--- config.mk ---
export PLATFORM = sky130hd
export DESIGN_NAME = load_freq_requester
export DESIGN_NICKNAME = d
export VERILOG_FILES = /design/src/rtl/lfr_pkg.sv /design/src/rtl/lfr_cfg_regs.sv /design/src/rtl/lfr_smoother.sv /design/src/rtl/lfr_decider.sv /design/src/rtl/load_freq_requester.sv
export SDC_FILE = /design/constraint.sdc
export NUM_CORES = 1
export LEC_CHECK = 0
export BUFFER_PORTS_ARGS = -buffer_cell sky130_fd_sc_hd__clkbuf_2
export CORE_AREA = 2 2 158 221
export CTS_BUF_LIST = sky130_fd_sc_hd__clkbuf_4
export DETAILED_ROUTE_END_ITERATION = 8
export DIE_AREA = 0 0 160 223
export SLEW_MARGIN = 20
export SYNTH_ARGS = -nofsm -noshare
export SYNTH_HDL_FRONTEND = slang
export SYNTH_SLANG_ARGS = --single-unit
export TNS_END_PERCENT = 30
--- constraint.sdc ---
create_clock -name clk -period 12.91 [get_ports clk]
set_input_delay 1.291 -clock clk [delete_from_list [all_inputs] [get_ports clk]]
set_output_delay 1.291 -clock clk [all_outputs]
set_load 0.02 [all_outputs]
--- src/rtl/lfr_pkg.sv ---
`timescale 1ns/1ps
package lfr_pkg;
    localparam int THR_W = 6;
    localparam int CNT_W = 8;
    localparam int WGT_W = 9;

    localparam int ADDR_CTRL  = 0;
    localparam int ADDR_LIMIT = 1;
    localparam int ADDR_RPT   = 2;
    localparam int ADDR_WGT   = 3;
    localparam int ADDR_EVENT = 4;

    typedef enum logic [1:0] {
        ST_IDLE  = 2'd0,
        ST_TRACK = 2'd1,
        ST_HOLD  = 2'd2
    } lfr_state_e;

    typedef struct packed {
        logic             track_en;
        logic             irq_en;
        logic [THR_W-1:0] up_thr;
        logic [THR_W-1:0] dn_thr;
        logic [THR_W-1:0] pnc_thr;
        logic [CNT_W-1:0] up_lim;
        logic [CNT_W-1:0] dn_lim;
        logic [WGT_W-1:0] weight;
    } lfr_cfg_t;
endpackage

--- src/rtl/lfr_cfg_regs.sv ---
`timescale 1ns/1ps
module lfr_cfg_regs
    import lfr_pkg::*;
#(
    parameter int ADDR_W = 3,
    parameter int DATA_W = 32
) (
    input  logic              clk,
    input  logic              rst_n,
    input  logic              wr,
    input  logic [ADDR_W-1:0] addr,
    input  logic [DATA_W-1:0] wdata,
    output lfr_cfg_t          cfg,
    output logic              ack
);
    logic unused_wdata_bits;
    assign unused_wdata_bits = ^wdata;

    assign ack = wr && (addr == ADDR_W'(ADDR_EVENT)) && wdata[0];

    always_ff @(posedge clk or negedge rst_n) begin
        if (!rst_n) begin
            cfg        <= '0;
            cfg.weight <= '1;
        end else if (wr) begin
            if (addr == ADDR_W'(ADDR_CTRL)) begin
                cfg.track_en <= wdata[0];
                cfg.irq_en   <= wdata[1];
            end else if (addr == ADDR_W'(ADDR_LIMIT)) begin
                cfg.up_thr  <= wdata[THR_W-1:0];
                cfg.dn_thr  <= wdata[8 +: THR_W];
                cfg.pnc_thr <= wdata[16 +: THR_W];
            end else if (addr == ADDR_W'(ADDR_RPT)) begin
                cfg.up_lim <= wdata[CNT_W-1:0];
                cfg.dn_lim <= wdata[8 +: CNT_W];
            end else if (addr == ADDR_W'(ADDR_WGT)) begin
                cfg.weight <= wdata[WGT_W-1:0];
            end
        end
    end
endmodule

--- src/rtl/lfr_smoother.sv ---
`timescale 1ns/1ps
module lfr_smoother
    import lfr_pkg::*;
#(
    parameter int LOAD_W = 8
) (
    input  logic              clk,
    input  logic              rst_n,
    input  logic              en,
    input  logic              valid,
    input  logic [LOAD_W-1:0] load,
    input  logic [WGT_W-1:0]  weight,
    output logic [THR_W-1:0]  level_next
);
    localparam int FRAC_W = WGT_W;
    localparam int ACC_W  = LOAD_W + FRAC_W;
    localparam int DIF_W  = ACC_W + 1;
    localparam int GAN_W  = WGT_W + 2;
    localparam int PRD_W  = DIF_W + GAN_W;

    logic [ACC_W-1:0]        acc_q;
    logic [ACC_W-1:0]        acc_next;
    logic signed [DIF_W-1:0] diff;
    logic signed [GAN_W-1:0] gain;
    logic signed [PRD_W-1:0] prod;
    logic signed [PRD_W-1:0] step;
    logic signed [PRD_W-1:0] sum;
    logic                    unused_sum_bits;
    logic [LOAD_W-1:0]       acc_int;

    always_comb begin
        diff     = $signed({1'b0, load, {FRAC_W{1'b0}}}) - $signed({1'b0, acc_q});
        gain     = $signed({1'b0, {1'b0, weight} + (WGT_W+1)'(1)});
        prod     = PRD_W'(diff) * PRD_W'(gain);
        step     = prod >>> FRAC_W;
        sum      = $signed({{(PRD_W-ACC_W){1'b0}}, acc_q}) + step;
        acc_next = sum[ACC_W-1:0];
    end

    assign unused_sum_bits = ^sum[PRD_W-1:ACC_W];
    assign level_next      = acc_next[ACC_W-1 -: THR_W];
    assign acc_int         = acc_q[ACC_W-1:FRAC_W];

    always_ff @(posedge clk or negedge rst_n) begin
        if (!rst_n)      acc_q <= '0;
        else if (!en)    acc_q <= '0;
        else if (valid)  acc_q <= acc_next;
    end

    // the average moves toward the sample and never past it
    assert_avg_bounded_R2: assert property (@(posedge clk) disable iff (!rst_n)
        (en && valid) |=>
            (acc_int >= (($past(acc_int) < $past(load)) ? $past(acc_int) : $past(load))) &&
            (acc_int <= (($past(acc_int) > $past(load)) ? $past(acc_int) : $past(load))));
endmodule

--- src/rtl/lfr_decider.sv ---
`timescale 1ns/1ps
module lfr_decider
    import lfr_pkg::*;
(
    input  logic             clk,
    input  logic             rst_n,
    input  lfr_cfg_t         cfg,
    input  logic             smp_valid,
    input  logic [THR_W-1:0] level,
    input  logic             ack,
    output logic             req_up,
    output logic             req_dn,
    output logic             req_pnc,
    output logic             status
);
    lfr_state_e       state_q, state_d;
    logic [CNT_W-1:0] up_cnt_q, dn_cnt_q;
    logic [CNT_W:0]   up_inc, dn_inc;
    logic             decide, pnc_cond, up_cond, dn_cond, up_hit, dn_hit, fire;

    always_comb begin
        decide   = cfg.track_en && smp_valid && (state_q != ST_HOLD);
        pnc_cond = level > cfg.pnc_thr;
        up_cond  = level > cfg.up_thr;
        dn_cond  = level < cfg.dn_thr;
        up_inc   = {1'b0, up_cnt_q} + (CNT_W+1)'(1);
        dn_inc   = {1'b0, dn_cnt_q} + (CNT_W+1)'(1);
        up_hit   = up_inc >= {1'b0, cfg.up_lim};
        dn_hit   = dn_inc >= {1'b0, cfg.dn_lim};
        fire     = decide && (pnc_cond || (up_cond && up_hit) ||
                              (!up_cond && dn_cond && dn_hit));
    end

    // next-state logic
    always_comb begin
        state_d = state_q;
        unique case (state_q)
            ST_IDLE:  if (cfg.track_en) state_d = fire ? ST_HOLD : ST_TRACK;
            ST_TRACK: if (!cfg.track_en) state_d = ST_IDLE;
                      else if (fire)     state_d = ST_HOLD;
            ST_HOLD:  if (!cfg.track_en) state_d = ST_IDLE;
                      else if (ack)      state_d = ST_TRACK;
            default:  state_d = ST_IDLE;
        endcase
    end

    // state register
    always_ff @(posedge clk or negedge rst_n) begin
        if (!rst_n) state_q <= ST_IDLE;
        else        state_q <= state_d;
    end

    // outputs and repeat counters
    always_ff @(posedge clk or negedge rst_n) begin
        if (!rst_n) begin
            {req_up, req_dn, req_pnc, status} <= '0;
            up_cnt_q <= '0;
            dn_cnt_q <= '0;
        end else if (!cfg.track_en) begin
            {req_up, req_dn, req_pnc, status} <= '0;
            up_cnt_q <= '0;
            dn_cnt_q <= '0;
        end else if (state_q == ST_HOLD) begin
            if (ack) {req_up, req_dn, req_pnc, status} <= '0;
        end else if (decide) begin
            if (pnc_cond) begin
                req_pnc  <= 1'b1;
                status   <= 1'b1;
                up_cnt_q <= '0;
                dn_cnt_q <= '0;
            end else if (up_cond) begin
                dn_cnt_q <= '0;
                if (up_hit) begin
                    req_up   <= 1'b1;
                    status   <= 1'b1;
                    up_cnt_q <= '0;
                end else begin
                    up_cnt_q <= up_inc[CNT_W-1:0];
                end
            end else if (dn_cond) begin
                up_cnt_q <= '0;
                if (dn_hit) begin
                    req_dn   <= 1'b1;
                    status   <= 1'b1;
                    dn_cnt_q <= '0;
                end else begin
                    dn_cnt_q <= dn_inc[CNT_W-1:0];
                end
            end else begin
                up_cnt_q <= '0;
                dn_cnt_q <= '0;
            end
        end
    end

    assert_disabled_quiet_R1: assert property (@(posedge clk) disable iff (!rst_n)
        !cfg.track_en |=> !(req_up || req_dn || req_pnc || status));

    assert_panic_needs_sample_R3: assert property (@(posedge clk) disable iff (!rst_n)
        $rose(req_pnc) |-> $past(smp_valid) && ($past(level) > $past(cfg.pnc_thr)));

    assert_up_needs_level_R4: assert property (@(posedge clk) disable iff (!rst_n)
        $rose(req_up) |-> $past(smp_valid) && ($past(level) > $past(cfg.up_thr)));

    assert_pending_stable_R7: assert property (@(posedge clk) disable iff (!rst_n)
        (state_q == ST_HOLD && !ack && cfg.track_en) |=> $stable({req_up, req_dn, req_pnc}));

    assert_ack_clears_R7: assert property (@(posedge clk) disable iff (!rst_n)
        (state_q == ST_HOLD && ack) |=> !(req_up || req_dn || req_pnc));

    assert_status_tracks_R8: assert property (@(posedge clk) disable iff (!rst_n)
        status == (req_up || req_dn || req_pnc));

    assert_single_request_R9: assert property (@(posedge clk) disable iff (!rst_n)
        $onehot0({req_up, req_dn, req_pnc}));
endmodule

--- src/rtl/load_freq_requester.sv ---
`timescale 1ns/1ps
module load_freq_requester
    import lfr_pkg::*;
#(
    parameter int LOAD_W = 8,
    parameter int ADDR_W = 3,
    parameter int DATA_W = 32
) (
    input  logic              clk,
    input  logic              rst_n,
    input  logic              cfg_wr,
    input  logic [ADDR_W-1:0] cfg_addr,
    input  logic [DATA_W-1:0] cfg_wdata,
    input  logic              smp_valid,
    input  logic [LOAD_W-1:0] smp_load,
    output logic              req_up,
    output logic              req_down,
    output logic              req_panic,
    output logic              evt_status,
    output logic              irq
);
    lfr_cfg_t         cfg;
    logic             ack;
    logic [THR_W-1:0] level;

    lfr_cfg_regs #(.ADDR_W(ADDR_W), .DATA_W(DATA_W)) u_regs (
        .clk(clk), .rst_n(rst_n), .wr(cfg_wr), .addr(cfg_addr),
        .wdata(cfg_wdata), .cfg(cfg), .ack(ack)
    );

    lfr_smoother #(.LOAD_W(LOAD_W)) u_smooth (
        .clk(clk), .rst_n(rst_n), .en(cfg.track_en), .valid(smp_valid),
        .load(smp_load), .weight(cfg.weight), .level_next(level)
    );

    lfr_decider u_decide (
        .clk(clk), .rst_n(rst_n), .cfg(cfg), .smp_valid(smp_valid),
        .level(level), .ack(ack), .req_up(req_up), .req_dn(req_down),
        .req_pnc(req_panic), .status(evt_status)
    );

    assign irq = evt_status && cfg.irq_en;

    assert_irq_gated_R8: assert property (@(posedge clk) disable iff (!rst_n)
        irq |-> evt_status);
endmodule

==> flow_summary.yaml, run 1 <==
final_layout:
  nNetsFinal: 1656
  layout-drive-gt1-share_pct: 7.926
  finish.utilization_pct: 37.14
  antenna_cells: 0
  synthToLayoutAreaGrowth_pct: 8.024
clock_network:
  clock-sinks: 84
  cts-resized-gates: 0
  cts_tree: "yes"
  clock_path_buffers: 2
  cts_max_level: 3
  root_buffer: "clkbuf_4"
  cts_hold_buf: 0
  numCtsBuffers: 9
  post_cts_buffers: 0
  clk-insertion-delay-late_ns: 0.46
  clk_pin_slew_worst_paths_ns: 0.16
critical_path:
  crit_buf_inv: 4
  r2r_end: "u_decide.dn_cnt_q[0]"
  critPathMaxStageDelay_ns: 0.69
  crit_end: "u_decide.dn_cnt_q[0]"
  critical_path_required_ns: 13.28
  r2r-start: "u_smooth.acc_q[0]"
  end_kind: "flop"
  cpLargestDelayFamily: "adder cells"
  reg2reg_depth: 40
  crit_slowest_cell: "xnor2_1"
  cp-start-kind: "input pin"
  reg2reg_slack_ns: 2.36
  cp.arrival_ns: 11.45
  critical_path.startpoint: "smp_load[0]"
  crit_cells: 40
  cp_max_fo: 9
  path_class: "in -> reg"
synthesis:
  synthFlopType: "dfrtp_1"
  postSynthCellCount: 1306
  synth_cell_types: 61
  synth_area_sq_um: 11630
  yosysWarnings: 0
  ys_async_sr_fraction_pct: 100.0
  synth_edf_count: 0
  netlist_top_cells_area: "fa_1 25%, dfrtp_1 16%, ha_1 13%"
  synth_top_area_share_pct: 25.30
  syn_avg_cell_area_sq_um: 8.907
  yosysSeqAreaShare_pct: 18.17
  yosys.area.top_type: "fa_1"
  synth_seq_cells: 84
  syn-num-nets: 1617
place:
  portBuffers: 41
  gp_congestion: 0.8238
  hpwlAfterDp_mm: 22.13
  dp_slack_ns: 1.445
timing:
  rsz0062_at_grt: "no"
  fin_crit_ns: 11.08
  timing.fmax_ghz: 0.09026
  worst_slack_ns: 1.831
  tns_ns: 0
  period_share_pct: 85.82
  relSlewSlack_pct: 31.33
  setup_viol: 0
  drv_slew: 0
  tightest_slew_ns: 1.023
  hold_violations: 0
  skew_ns: 0.02959
die:
  dieArea_sq_um: 35680
  io_pins: 52
  die_w_um: 160
  core_sq_um: 33830
  die_height_um: 223
  start_util_pct: 34.38
  row_count: 80
detailed_routing:
  num_vias: 8781
  first_pass_iters: 5
  drt_iter0_drc: 342
  via_per_inst: 4.876
  drc_errors: 0
  finalWirelength_mm: 27.44
  ant_nets: 0
  wl_per_cell_um: 15.24
flow_run:
  cap_violations: 0
global_route:
  met3_usage_pct: 1.339
  antenna_found_initial: 0
  use_met2_pct: 32.12
  grtUsageTotal_pct: 16.48
  busiest_layer: "met2"
  grt_pass1_vias: 9625
  grt_max_degree: 85
  grt.met1_usage_pct: 19.16
  globalRouteOverflowTotal: 0
  grt_pass1_wl_mm: 47.58
status:
  status: "complete, no violations"
worst_hold_path:
  hp-class: "reg -> reg"
==> metrics by stage <==
step	area (sq um)	std cells	hold WS [ns]
5_1_grt	12570	1801	0.5346
6_report	12570	1801	0.5246
3_3_place_gp	12410	1785	0.4873
4_1_cts	12560	1801	0.5250
2_1_floorplan	11630	1306	0.4721
3_5_place_dp	12410	1785	0.4910
==> synthesized netlist by cell type (2+ instances only) <==
master,number
dfstp_2,9
nor2b_1,36
xnor2_1,45
nand4b_1,3
or3_1,5
ha_1,117
fa_1,147
o211a_1,3
dfrtp_1,75
o22ai_1,3
a32o_1,6
nor4_1,2
o21ai_0,51
and2_1,35
xor2_1,32
buf_4,2
o21bai_1,7
o21ai_1,2
clkbuf_1,25
nand2_1,168
and3_1,6
o41ai_1,2
a211oi_1,6
nor3_1,17
a21o_1,13
nand2b_1,16
nor3b_1,4
a31oi_1,9
nor2_1,71
a21boi_0,2
o21a_1,16
o211ai_1,5
inv_1,253
mux2i_1,11
a21oi_1,34
nand4_1,9
mux2_2,16
nand3_1,19
a311oi_1,2
==> layout make-up <==
type | instances | area (sq um)
fillers | 3565 | 21270
multi-input cells | 941 | 8467
flip-flops and latches | 84 | 2113
inverters | 253 | 949.7
well taps | 451 | 564.3
repair buffers | 56 | 324.1
clock buffers | 10 | 75.07
clock inverters | 6 | 72.57
==> how the worst min path moves through the flow <==
stage | startpoint | to | slack, ns | depth (start not counted)
detailed placement | u_regs.cfg[43] | u_regs.cfg[43] | 0.49 | 1
finish | u_regs.cfg[43] | u_regs.cfg[43] | 0.52 | 1
CTS | u_regs.cfg[43] | u_regs.cfg[43] | 0.52 | 1
floorplan | u_regs.cfg[43] | u_regs.cfg[43] | 0.47 | 1
global route | u_regs.cfg[43] | u_regs.cfg[43] | 0.53 | 1
global placement | u_regs.cfg[31] | u_regs.cfg[31] | 0.49 | 1
==> worst reg2reg max path, delay by kind of cell, from the launching register on <==
kind	cells	cell delay [ns]
compound gates	12	2.33
xor+xnor	3	1.19
simple gates	12	2.05
buf+inv	4	0.37
flops	1	0.60
fa+ha+maj	9	3.94
==> cells in the final DEF (no fill, tap or decap), types with 11 or more instances in the layout <==
cell      instances
mux2_2           16
xnor2_1          45
and2_1           35
nand3_1          19
nor2b_1          36
nor3_1           16
fa_1            147
nor2_1           71
a21oi_1          34
ha_1            117
clkbuf_2         40
buf_4            15
xor2_1           31
inv_1           253
a21o_1           13
nand2_1         168
nand2b_1         16
o21ai_0          51
dfrtp_1          75
mux2i_1          11
o21a_1           16
==> cells by family after synthesis <==
kind of cell / count (synthesis) / synth area share (%)
simple gates: 399 / 16.41
buf+inv: 281 / 9.196
fa+ha+maj: 264 / 37.88
compound gates: 171 / 9.498
flops: 84 / 18.17
xor+xnor: 80 / 6.346
mux: 27 / 2.495
==> registers in the layout (all words and copies together), names as in the netlist, 2 cells and up <==
register           cells
u_decide.up_cnt_q      8
u_decide.state_q       2
u_decide.dn_cnt_q      8
u_regs.cfg            45
u_smooth.acc_q        17
==> layer usage <==
layer  part of all wire, %  vias to the layer above  wire length, um
li1                      -                     4215                -
met3                   2.1                       55              581
met1                    40                     4373            11090
met4                   2.6                        0              710
met2                    55                      138            15060
met5                     0                        -                0
Power of run 1 is not shown: default switching activity piles up to over one toggle a cycle in this logic, so the estimate is an artifact.
==> inputs of run 2 (changes only) <==
--- a/config.mk
+++ b/config.mk
@@ -10,6 +10,7 @@
 export CTS_BUF_LIST = sky130_fd_sc_hd__clkbuf_4
 export DETAILED_ROUTE_END_ITERATION = 8
 export DIE_AREA = 0 0 160 223
+export PLACE_DENSITY_LB_ADDON = 0.25
 export SLEW_MARGIN = 20
 export SYNTH_ARGS = -nofsm -noshare
 export SYNTH_HDL_FRONTEND = slang
==> flow_summary.yaml, run 2 (synthesis gave the netlist of run 1 again) <==
clock_network:
  clk_pin_slew_worst_paths_ns: 0.15
  root_buffer: "clkbuf_4"
  clk-insertion-delay-late_ns: 0.46
  cts_tree: "yes"
  clock-sinks: 84
  cts-resized-gates: 0
  post_cts_buffers: 0
  cts_hold_buf: 0
  clock_path_buffers: 2
  numCtsBuffers: 9
  cts_max_level: 3
detailed_routing:
  wl_per_cell_um: 15.67
  finalWirelength_mm: 28.24
  first_pass_iters: 4
  ant_nets: 0
  drt_iter0_drc: 372
  num_vias: 8674
  via_per_inst: 4.814
  drc_errors: 0
status:
  status: "complete, no violations"
timing:
  hold_violations: 0
  timing.fmax_ghz: 0.08955
  rsz0062_at_grt: "no"
  tns_ns: 0
  relSlewSlack_pct: 30.20
  period_share_pct: 86.50
  worst_slack_ns: 1.743
  setup_viol: 0
  skew_ns: 0.01517
  drv_slew: 0
  fin_crit_ns: 11.17
  tightest_slew_ns: 1.043
critical_path:
  reg2reg_slack_ns: 2.27
  r2r_end: "u_decide.dn_cnt_q[1]"
  r2r-start: "u_smooth.acc_q[9]"
  cp_max_fo: 9
  cp-start-kind: "input pin"
  end_kind: "flop"
  critical_path_required_ns: 13.30
  critPathMaxStageDelay_ns: 0.66
  cp.arrival_ns: 11.56
  path_class: "in -> reg"
  reg2reg_depth: 41
  crit_slowest_cell: "xor2_1"
final_layout:
  synthToLayoutAreaGrowth_pct: 8.239
  layout_common_cells: "253 x inv_1, 168 x nand2_1, 147 x fa_1"
  final_cells: 1802
  nNetsFinal: 1656
  reg_top3: "u_regs.cfg (45), u_smooth.acc_q (17)"
  fin_area_sq_um: 12590
  layout-drive-gt1-share_pct: 7.926
  largest_reg_flops: 45
  max_flop_register: "u_regs.cfg"
  final_common_cell: "inv_1"
die:
  core_sq_um: 33830
  start_util_pct: 34.38
  dieArea_sq_um: 35680
  row_count: 80
  die_height_um: 223
  die_w_um: 160
  io_pins: 52
place:
  portBuffers: 41
  hpwlAfterDp_mm: 22.72
  gp_congestion: 0.8326
  dp_slack_ns: 1.259
  placed_cells: 1785
  dpl_cell_area_sq_um: 12410
worst_hold_path:
  holdPathStages: 2
  hp-class: "reg -> reg"
  hold_path_end: "u_decide.req_dn"
  min_from: "u_decide.req_dn"
global_route:
  globalRouteOverflowTotal: 0
  grtUsageTotal_pct: 16.95
  antenna_found_initial: 5
  grt_pass1_vias: 9408
  grt_pass1_wl_mm: 48.11
  grt_max_degree: 75
flow_run:
  cap_violations: 0
run 2: area by class of cell:
| cell class | instances | area (sq um) |
|---|---|---|
| multi-input combinational | 941 | 8474 |
| clock inverter | 7 | 98.84 |
| clock buffer | 9 | 67.56 |
| fill | 3527 | 21240 |
| inverter | 253 | 949.7 |
| sequential | 84 | 2113 |
| antenna | 1 | 2.502 |
| timing repair buffer | 56 | 320.3 |
| tap | 451 | 564.3 |
run 2: critical path: cells and delay by family:
kind,cells,cell delay [ns]
AO/OA/AOI/OAI,12,2.38
XOR/XNOR,3,1.17
AND/OR/NAND/NOR,12,2.41
adder cells (fa/ha/maj),9,3.95
buffers and inverters,5,0.35
run 2: how the worst max path moves through the flow:
stage	from	end	slack, ns	depth (start not counted)
after floorplan	smp_load[0]	u_decide.dn_cnt_q[1]	2.88	41
after global placement	smp_load[0]	u_decide.dn_cnt_q[5]	1.36	37
after detailed placement	smp_load[0]	u_decide.dn_cnt_q[1]	1.26	39
after CTS	smp_load[0]	u_decide.dn_cnt_q[1]	1.73	41
after global routing	smp_load[0]	u_decide.dn_cnt_q[0]	1.03	42
final	smp_load[0]	u_decide.dn_cnt_q[1]	1.74	41
run 2: layer usage:
| metal | up-vias | GRT usage, % | routed length [um] |
|---|---|---|---|
| li1 | 4212 | - | - |
| met4 | 8 | 5.115 | 799 |
| met3 | 51 | 2.919 | 910 |
| met1 | 4289 | 19.47 | 11360 |
| met5 | - | 0 | 56 |
| met2 | 114 | 31.91 | 15120 |
run 2: through the flow:
stage	hold WS [ns]	util, %
5_1_grt	0.5419	37.22
6_report	0.5247	37.22
3_5_place_dp	0.5000	36.69
3_3_place_gp	0.4936	36.69
2_1_floorplan	0.4721	-
4_1_cts	0.5345	37.19
Power of run 2 is left out for the same reason.
==> inputs of run 3 (changes only) <==
--- a/config.mk
+++ b/config.mk
@@ -5,11 +5,11 @@
 export SDC_FILE = /design/constraint.sdc
 export NUM_CORES = 1
 export LEC_CHECK = 0
-export BUFFER_PORTS_ARGS = -buffer_cell sky130_fd_sc_hd__clkbuf_2
 export CORE_AREA = 2 2 158 221
 export CTS_BUF_LIST = sky130_fd_sc_hd__clkbuf_4
 export DETAILED_ROUTE_END_ITERATION = 8
 export DIE_AREA = 0 0 160 223
+export DONT_BUFFER_PORTS = 1
 export PLACE_DENSITY_LB_ADDON = 0.25
 export SLEW_MARGIN = 20
 export SYNTH_ARGS = -nofsm -noshare
==> flow_summary.yaml, run 3 (synthesis gave the netlist of run 1 again) <==
status:
  status: "complete, no violations"
critical_path:
  path_class: "in -> reg"
  critical_path_required_ns: 13.30
  cp.arrival_ns: 11.38
  critPathMaxStageDelay_ns: 0.64
  cp-start-kind: "input pin"
  cp_max_fo: 9
  crit_slowest_cell: "xor2_1"
  reg2reg_depth: 41
  end_kind: "flop"
  reg2reg_slack_ns: 2.31
global_route:
  antenna_found_initial: 4
  grt_pass1_wl_mm: 48.11
  grtUsageTotal_pct: 17.03
  grt.met1_usage_pct: 19.35
  globalRouteOverflowTotal: 0
  met3_usage_pct: 3.067
  use_met2_pct: 32.33
  grt_max_degree: 85
  busiest_layer: "met2"
  grt_pass1_vias: 9338
detailed_routing:
  drt_iter0_drc: 369
  wl_per_cell_um: 15.92
  num_vias: 8571
  first_pass_iters: 4
  ant_nets: 0
  finalWirelength_mm: 28.05
  via_per_inst: 4.864
  drc_errors: 0
timing:
  worst_slack_ns: 1.923
  tightest_slew_ns: 1.099
  tns_ns: 0
  relSlewSlack_pct: 26.22
  hold_violations: 0
  period_share_pct: 85.10
  fin_crit_ns: 10.99
  rsz0062_at_grt: "no"
  drv_slew: 0
  skew_ns: 0.02766
  timing.fmax_ghz: 0.09102
  setup_viol: 0
final_layout:
  nNetsFinal: 1615
  max_flop_register: "u_regs.cfg"
  multi_input_area_sq_um: 8474
  largest_reg_flops: 45
  nFillCells: 3603
  final_common_cell: "inv_1"
  layout-drive-gt1-share_pct: 5.042
  reg_top3: "u_regs.cfg (45), u_smooth.acc_q (17)"
  register_area_sq_um: 2113
  synthToLayoutAreaGrowth_pct: 6.314
  layout_common_cells: "253 x inv_1, 168 x nand2_1, 147 x fa_1"
clock_network:
  cts_max_level: 3
  clk-insertion-delay-late_ns: 0.47
  cts-resized-gates: 0
  clock_path_buffers: 2
  cts_hold_buf: 0
  root_buffer: "clkbuf_4"
  numCtsBuffers: 9
  cts_tree: "yes"
  clock-sinks: 84
  clk_pin_slew_worst_paths_ns: 0.16
  post_cts_buffers: 0
worst_hold_path:
  hp-class: "in -> async"
die:
  row_count: 80
  die_w_um: 160
  dieArea_sq_um: 35680
  core_sq_um: 33830
  start_util_pct: 34.38
  io_pins: 52
  die_height_um: 223
place:
  portBuffers: 0
  gp_congestion: 0.8227
  hpwlAfterDp_mm: 22.44
  dp_slack_ns: 1.345
flow_run:
  cap_violations: 0
-- run 3: cell types whose count changed in the layout (fill, tap and decap cells not counted), sizes merged --
cell,previous run,this run
clkbuf,49,9
inv,254,257
clkinv,4,2
buf,16,15
bufinv,2,1
diode,1,2
-- run 3: cell type report --
cell class | count | share of cell area [%]
multi-input cells | 941 | 68.52
flip-flops and latches | 84 | 17.09
inverters | 253 | 7.679
well taps | 451 | 4.563
repair buffers | 15 | 0.9106
clock inverters | 7 | 0.6475
clock buffers | 9 | 0.5463
diodes | 2 | 0.04047
-- run 3: path summary, 6_finish.rpt --
check                                        from              endpoint
min in group clk                   u_regs.cfg[43]        u_regs.cfg[43]
worst max-delay path                  smp_load[0]  u_decide.dn_cnt_q[0]
worst min register to register     u_regs.cfg[43]        u_regs.cfg[43]
worst min-delay path                        rst_n        u_regs.cfg[14]
max in group asynchronous                   rst_n         u_regs.cfg[5]
worst max register to register  u_smooth.acc_q[9]  u_decide.dn_cnt_q[0]
-- run 3: critical path: cells and delay by family --
kind / cells / cell delay, ns
buffers and inverters: 4 / 0.24
AO/OA/AOI/OAI: 12 / 2.38
XOR/XNOR: 3 / 1.14
adder cells (fa/ha/maj): 9 / 3.93
AND/OR/NAND/NOR: 12 / 2.39
-- run 3: metrics by stage --
| step | hold slack [ns] | util [%] | cell area (sq um) | std cells |
|---|---|---|---|---|
| floorplan | 0.4721 | - | 11630 | 1306 |
| global placement | 0.4880 | 36.08 | 12210 | 1744 |
| detailed placement | 0.4958 | 36.08 | 12210 | 1744 |
| CTS | 0.4485 | 36.52 | 12350 | 1760 |
| global route | 0.4216 | 36.55 | 12360 | 1761 |
| finish | 0.4825 | 36.55 | 12370 | 1762 |
-- run 3: routing by layer --
layer	part of all wire (%)	wire (um)	vias to the layer above
li1	-	-	4137
met1	39	10980	4257
met2	54	15030	126
met3	4.5	1274	47
met4	2.6	735	4
met5	0.093	26	-
Power of run 3 is left out for the same reason.
